$ cat src/rtl/pgate_pkg.sv
package pgate_pkg;

  typedef enum logic [3:0] {
    S_INIT,
    S_IDLE,
    S_CHECK,
    S_TOGGLE,
    S_WAITPWR,
    S_CLKON,
    S_DELAY,
    S_CLAMP,
    S_CLWAIT,
    S_RSTOFF,
    S_CLKOFF,
    S_FINISH
  } seq_state_e;

endpackage

$ cat src/rtl/pgate_map.sv
module pgate_map #(
  parameter int N_GROUPS = 4,
  parameter int GIDX_W   = 3,
  parameter int ID_W     = 3,
  parameter int N_PART   = 8,
  parameter logic [N_GROUPS*ID_W-1:0] GROUP_ID = {3'd5, 3'd2, 3'd4, 3'd1},
  parameter logic [N_GROUPS-1:0] GROUP_OK = 4'b1011,
  parameter int SWAP_A = 0,
  parameter int SWAP_B = 1
) (
  input  logic [GIDX_W-1:0]   sel,
  input  logic [N_PART-1:0]   pwr_status,
  output logic                sel_ok,
  output logic [ID_W-1:0]     sel_id,
  output logic [N_PART-1:0]   sel_mask,
  output logic [N_GROUPS-1:0] grp_on
);

  logic [N_PART-1:0] mask_tab [N_GROUPS];

  for (genvar g = 0; g < N_GROUPS; g++) begin : g_tab
    localparam int SRC = (g == SWAP_A) ? SWAP_B : ((g == SWAP_B) ? SWAP_A : g);
    assign mask_tab[g] = N_PART'(1) << GROUP_ID[SRC*ID_W +: ID_W];
    assign grp_on[g]   = ~GROUP_OK[g] | pwr_status[GROUP_ID[g*ID_W +: ID_W]];
  end

  always_comb begin
    sel_ok   = 1'b0;
    sel_id   = '0;
    sel_mask = '0;
    for (int g = 0; g < N_GROUPS; g++) begin
      if (sel == GIDX_W'(g)) begin
        sel_ok   = GROUP_OK[g];
        sel_id   = GROUP_ID[g*ID_W +: ID_W];
        sel_mask = mask_tab[g];
      end
    end
  end

endmodule

$ cat src/rtl/pgate_delay.sv
module pgate_delay #(
  parameter int RST_DLY = 4
) (
  input  logic clk,
  input  logic rst_n,
  input  logic load,
  output logic zero
);

  localparam int DLY_W = (RST_DLY < 2) ? 1 : $clog2(RST_DLY);

  logic [DLY_W-1:0] cnt;

  always_ff @(posedge clk) begin
    if (!rst_n) begin
      cnt <= '0;
    end else if (load) begin
      cnt <= DLY_W'(RST_DLY - 1);
    end else if (cnt != '0) begin
      cnt <= cnt - 1'b1;
    end
  end

  assign zero = (cnt == '0);

endmodule

$ cat src/rtl/pgate_clamp.sv
module pgate_clamp #(
  parameter int N_PART = 8
) (
  input  logic              clk,
  input  logic              rst_n,
  input  logic              set,
  input  logic [N_PART-1:0] mask,
  input  logic [N_PART-1:0] ack,
  output logic [N_PART-1:0] cmd,
  output logic              idle
);

  always_ff @(posedge clk) begin
    if (!rst_n) begin
      cmd <= '0;
    end else begin
      cmd <= (cmd & ~ack) | (set ? mask : '0);
    end
  end

  assign idle = (cmd == '0);


  clamp_onehot_chk: assert property (@(posedge clk) disable iff (!rst_n)
    $onehot0(cmd));

  for (genvar i = 0; i < N_PART; i++) begin : g_ack

    clamp_selfclear_chk: assert property (@(posedge clk) disable iff (!rst_n)
      $fell(cmd[i]) |-> $past(ack[i]));
  end

endmodule

$ cat src/rtl/pgate_fsm.sv
module pgate_fsm
  import pgate_pkg::*;
#(
  parameter int N_GROUPS = 4,
  parameter int GIDX_W   = 3,
  parameter int ID_W     = 3,
  parameter int N_PART   = 8
) (
  input  logic              clk,
  input  logic              rst_n,
  input  logic              req_valid,
  input  logic [GIDX_W-1:0] req_group,
  input  logic              req_on,
  output logic              req_ready,
  output logic              busy,
  output logic              done,
  output logic [GIDX_W-1:0] cur_group,
  input  logic              grp_ok,
  input  logic [ID_W-1:0]   grp_id,
  input  logic [N_PART-1:0] pwr_status,
  output logic [ID_W:0]     tog_cmd,
  output logic              clamp_set,
  input  logic              clamp_idle,
  output logic              dly_load,
  input  logic              dly_zero,
  output logic [N_PART-1:0] part_rst,
  output logic [N_PART-1:0] part_clk_en
);

  localparam int INIT_W = $clog2(N_GROUPS + 1);

  seq_state_e        state;
  logic [INIT_W-1:0] init_idx;
  logic              tgt_on;
  logic              ext;
  logic              cur_on;

  assign cur_on = pwr_status[grp_id];

  always_ff @(posedge clk) begin
    if (!rst_n) begin
      state       <= S_INIT;
      init_idx    <= '0;
      cur_group   <= '0;
      tgt_on      <= 1'b0;
      ext         <= 1'b0;
      tog_cmd     <= '0;
      part_rst    <= '0;
      part_clk_en <= '0;
    end else begin
      tog_cmd <= '0;
      case (state)
        S_INIT: begin
          if (init_idx == INIT_W'(N_GROUPS)) begin
            state <= S_IDLE;
          end else begin
            cur_group <= GIDX_W'(init_idx);
            tgt_on    <= 1'b0;
            ext       <= 1'b0;
            init_idx  <= init_idx + 1'b1;
            state     <= S_CHECK;
          end
        end
        S_IDLE: begin
          if (req_valid) begin
            cur_group <= req_group;
            tgt_on    <= req_on;
            ext       <= 1'b1;
            state     <= S_CHECK;
          end
        end
        S_CHECK: begin
          if (!grp_ok || (cur_on == tgt_on)) begin
            state <= S_FINISH;
          end else begin
            part_rst[grp_id] <= 1'b1;
            state            <= S_TOGGLE;
          end
        end
        S_TOGGLE: begin
          tog_cmd <= {1'b1, grp_id};
          state   <= S_WAITPWR;
        end
        S_WAITPWR: begin
          if (cur_on == tgt_on) state <= tgt_on ? S_CLKON : S_FINISH;
        end
        S_CLKON: begin
          part_clk_en[grp_id] <= 1'b1;
          state               <= S_DELAY;
        end
        S_DELAY: begin
          if (dly_zero) state <= S_CLAMP;
        end
        S_CLAMP: state <= S_CLWAIT;
        S_CLWAIT: begin
          if (clamp_idle) state <= S_RSTOFF;
        end
        S_RSTOFF: begin
          part_rst[grp_id] <= 1'b0;
          state            <= S_CLKOFF;
        end
        S_CLKOFF: begin
          part_clk_en[grp_id] <= 1'b0;
          state               <= S_FINISH;
        end
        S_FINISH: state <= ext ? S_IDLE : S_INIT;
        default:  state <= S_IDLE;
      endcase
    end
  end

  assign req_ready = (state == S_IDLE);
  assign busy      = (state != S_IDLE);
  assign done      = (state == S_FINISH) && ext;
  assign dly_load  = (state == S_CLKON);
  assign clamp_set = (state == S_CLAMP);


  done_pulse_chk: assert property (@(posedge clk) disable iff (!rst_n)
    done |=> !done);


  toggle_pulse_chk: assert property (@(posedge clk) disable iff (!rst_n)
    tog_cmd[ID_W] |=> !tog_cmd[ID_W]);


  held_request_chk: assert property (@(posedge clk) disable iff (!rst_n)
    (state != S_IDLE && state != S_INIT && state != S_FINISH) |=> $stable(cur_group));

endmodule

$ cat src/rtl/pgate_seq.sv
module pgate_seq #(
  parameter int N_GROUPS = 4,
  parameter int GIDX_W   = 3,
  parameter int ID_W     = 3,
  parameter int RST_DLY  = 4,
  parameter logic [N_GROUPS*ID_W-1:0] GROUP_ID = {3'd5, 3'd2, 3'd4, 3'd1},
  parameter logic [N_GROUPS-1:0] GROUP_OK = 4'b1011,
  parameter int SWAP_A = 0,
  parameter int SWAP_B = 1,
  localparam int N_PART = 1 << ID_W
) (
  input  logic                clk,
  input  logic                rst_n,
  input  logic                req_valid,
  output logic                req_ready,
  input  logic [GIDX_W-1:0]   req_group,
  input  logic                req_on,
  output logic                busy,
  output logic                done,
  output logic [ID_W:0]       pwr_tog_cmd,
  input  logic [N_PART-1:0]   pwr_status,
  output logic [N_PART-1:0]   clamp_cmd,
  input  logic [N_PART-1:0]   clamp_ack,
  output logic [N_PART-1:0]   part_rst,
  output logic [N_PART-1:0]   part_clk_en,
  output logic [N_GROUPS-1:0] grp_on
);

  logic [GIDX_W-1:0] cur_group;
  logic              grp_ok;
  logic [ID_W-1:0]   grp_id;
  logic [N_PART-1:0] grp_mask;
  logic              clamp_set;
  logic              clamp_idle;
  logic              dly_load;
  logic              dly_zero;

  pgate_map #(
    .N_GROUPS(N_GROUPS), .GIDX_W(GIDX_W), .ID_W(ID_W), .N_PART(N_PART),
    .GROUP_ID(GROUP_ID), .GROUP_OK(GROUP_OK), .SWAP_A(SWAP_A), .SWAP_B(SWAP_B)
  ) map_i (
    .sel(cur_group), .pwr_status(pwr_status), .sel_ok(grp_ok),
    .sel_id(grp_id), .sel_mask(grp_mask), .grp_on(grp_on)
  );

  pgate_fsm #(
    .N_GROUPS(N_GROUPS), .GIDX_W(GIDX_W), .ID_W(ID_W), .N_PART(N_PART)
  ) fsm_i (
    .clk(clk), .rst_n(rst_n), .req_valid(req_valid), .req_group(req_group),
    .req_on(req_on), .req_ready(req_ready), .busy(busy), .done(done),
    .cur_group(cur_group), .grp_ok(grp_ok), .grp_id(grp_id),
    .pwr_status(pwr_status), .tog_cmd(pwr_tog_cmd), .clamp_set(clamp_set),
    .clamp_idle(clamp_idle), .dly_load(dly_load), .dly_zero(dly_zero),
    .part_rst(part_rst), .part_clk_en(part_clk_en)
  );

  pgate_delay #(.RST_DLY(RST_DLY)) dly_i (
    .clk(clk), .rst_n(rst_n), .load(dly_load), .zero(dly_zero)
  );

  pgate_clamp #(.N_PART(N_PART)) clamp_i (
    .clk(clk), .rst_n(rst_n), .set(clamp_set), .mask(grp_mask),
    .ack(clamp_ack), .cmd(clamp_cmd), .idle(clamp_idle)
  );


  clamp_under_reset_chk: assert property (@(posedge clk) disable iff (!rst_n)
    (clamp_cmd & ~part_rst) == '0);

  for (genvar i = 0; i < N_PART; i++) begin : g_part

    clock_in_reset_chk: assert property (@(posedge clk) disable iff (!rst_n)
      $rose(part_clk_en[i]) |-> part_rst[i]);
  end

endmodule

$ cat config.mk
export PLATFORM = sky130hd
export DESIGN_NAME = pgate_seq
export DESIGN_NICKNAME = d
export VERILOG_FILES = /design/src/rtl/pgate_pkg.sv /design/src/rtl/pgate_map.sv /design/src/rtl/pgate_delay.sv /design/src/rtl/pgate_clamp.sv /design/src/rtl/pgate_fsm.sv /design/src/rtl/pgate_seq.sv
export SDC_FILE = /design/constraint.sdc
export NUM_CORES = 1
export LEC_CHECK = 0
export BUFFER_PORTS_ARGS = -buffer_cell sky130_fd_sc_hd__buf_2
export CORE_MARGIN = 5
export CORE_UTILIZATION = 51
export CTS_BUF_LIST = sky130_fd_sc_hd__clkbuf_16
export CTS_CLUSTER_DIAMETER = 60
export CTS_CLUSTER_SIZE = 25
export DETAILED_ROUTE_END_ITERATION = 12
export PLACE_DENSITY = 0.79
export SLEW_MARGIN = 20
export SYNTH_ARGS = -nofsm -noshare
export SYNTH_HDL_FRONTEND = slang
export SYNTH_SLANG_ARGS = --single-unit
$ cat constraint.sdc
create_clock -name clk -period 2.24 [get_ports clk]
set_input_delay 0.448 -clock clk [delete_from_list [all_inputs] [get_ports clk]]
set_output_delay 0.448 -clock clk [all_outputs]
set_load 0.05 [all_outputs]
==> impl_metrics.ini <==
[outcome]
status = finished, final reports clean

[global_route]
grt.overflow.total = 0
grt_pass1_wl_um = 7569
grt_pass1_vias = 1650
grt_util_all_layers_pct = 18.08
antenna_found_initial = 0
grt_max_degree = 25

[synthesis]
synth-edff-count = 0
yosysSeqAreaShare_pct = 42.42
ys_seq_elements = 42
syn_inst = 220
synth_flop_cell = dfxtp_1
synth.distinct_cells = 50
yosys_warnings = 0
syn_nets = 246
synth.area.top_cells = dfxtp_1, and2_1, nand2_1
yosys.area.top_type = dfxtp_1
synth.avg_cell_area_um2 = 9.009
netlist_area_um2 = 1982
async_flop_share_pct = 0
synthDominantCellAreaShare_pct = 42.42

[timing]
grt_setup_unrepaired = false
setup_tns_ns = 0
setup_violations = 0
worst_pin_slew_ns = 0.5982
finalHoldViolCount = 0
slew_viol_final = 0
fin_ws_ns = 0.1712
max_freq_ghz = 0.4834
fin_crit_ns = 2.069
fin_skew_ns = 0.005958
timing.slew.headroom_pct = 60.06
fin_crit_sh_pct = 92.36

[critical_path]
worstPathArrival_ns = 1.62
worst_path_max_delay_cell = dfxtp_1
path_cells = nor4b_4 > buf_4 > inv_2 > buf_2
critical_path_class = flip-flop to primary output
required_ns = 1.79
max_stage_delay_ns = 0.47
crit_path_start_kind = flip-flop
crit_fanout = 15
crit_path_end_kind = primary output

[cells_and_area]
syn_to_final_growth_pct = 19.95
layout_common_cells = buf_2, dfxtp_1, nand2_1
drive_gt1_share_pct = 26.49
fin_nets = 294
instances_no_fill = 316
diodes = 0
layout_commonest_cell = buf_2

[placement]
place_inst = 309
portBuffers = 53
dp_hpwl_um = 3286
gp_congestion = 0.7891
preCtsSetupSlack_ns = 0.3805

[die]
die_h_um = 72.34
ios = 58
core_um2 = 3716
dieWidth_um = 72.34
start_util_pct = 53.33
die_area_um2 = 5233
std_cell_rows = 22

[routing]
wl_per_cell_um = 14.10
first_pass_iters = 4
remaining_drc_errors = 0
via_count = 1704
drtIter0Drc = 106
routed_wl_um = 4455
drtAntennaViolNets = 0
avgViaCountPerCell = 5.392

[clock_tree]
cts_hold_buf = 0
cts_tree = yes
cts_buffer_depth = 2
post_cts_buffers = 0
htreeDepth = 2
clock_latency_ns = 0.28
cts_root_buffer = clkbuf_16
cts_buffers = 5
clock_sinks = 42
clk_pin_slew_ns = 0.06
ctsResizeCount = 0

[pwr]
power_density_nw_per_um2 = 1153
leakage_nw = 1.106
ir_drop_uv = 560.1

[hold_path]
hold_class = input pin to flip-flop

[job]
drv_cap = 0
==> power by group <==
part / internal (mW) / total (mW) / switching [mW]
registers: 0.841 / 0.986 / 0.145
clock network: 0.515 / 0.782 / 0.267
logic: 0.383 / 0.972 / 0.589
total: 1.74 / 2.74 / 1.00
==> synthesized netlist by cell type (all sizes together) (5+ instances only) <==
cell type  instances
inv               11
mux2i              6
buf               10
o21ai              8
nand2             23
nor3               7
dfxtp             42
clkbuf             6
nand2b             5
nor2b              6
nor2              16
a21oi              6
nand3              6
and2              14
==> metal layers <==
layer	up-vias	GRT usage [%]	routed length, um
li1	864	-	-
met1	780	24.17	1994
met2	54	28.21	2083
met3	6	5.956	339
met4	0	4.175	38
met5	-	0	0
==> cell type report <==
cell class | instances | area [um^2]
multi-input cells | 151 | 980.9
repair buffers | 57 | 295.3
well taps | 48 | 60.06
inverters | 11 | 41.29
fillers | 335 | 1339
clock inverters | 2 | 33.78
flip-flops and latches | 42 | 840.8
clock buffers | 5 | 125.1
==> critical path: cells and delay by family, from the launching register on <==
| family | cells | cell delay (ns) |
|---|---|---|
| DFF | 1 | 0.47 |
| and+or+nand+nor | 1 | 0.44 |
| buffers and inverters | 3 | 0.44 |
==> worst paths after layout <==
path | start | to | slack (ns) | cells past startpoint
setup / recovery | fsm_i.state[1]$_SDFFE_PN0P_ | busy | 0.17 | 4
hold / removal | clamp_ack[7] | clamp_i.cmd[7]$_SDFF_PN0_ | 0.32 | 2
setup reg to reg | fsm_i.cur_group[1]$_SDFFE_PN0P_ | flip-flop | 0.40 | 6
hold reg to reg | flip-flop | flip-flop | 0.43 | 2
==> stage by stage <==
stage | util (%) | instance area [um^2] | power [mW] | hold WS, ns
finish | 63.97 | 2377 | 2.740 | 0.3189
global route | 63.97 | 2377 | 2.918 | 0.3377
CTS | 63.97 | 2377 | 2.754 | 0.3153
detailed placement | 59.70 | 2218 | 1.964 | 0.4291
global placement | 59.70 | 2218 | 1.950 | 0.4177
floorplan | - | 1982 | 1.790 | 0.4485
==> cell families (layout without fill, tap and decap cells) <==
family                   Yosys count  count (layout)  synth area share, %
multiplexers                       8               8                4.167
buffers and inverters             27              75                8.081
XOR/XNOR                           5               5                2.209
adder cells (fa/ha/maj)            3               3                1.894
other                              1               1               0.1892
AND/OR/NAND/NOR                   90              90                24.75
AO/OA/AOI/OAI                     44              44                16.29
flip-flops                        42              42                42.42
Power figures use the tool's default switching activity.
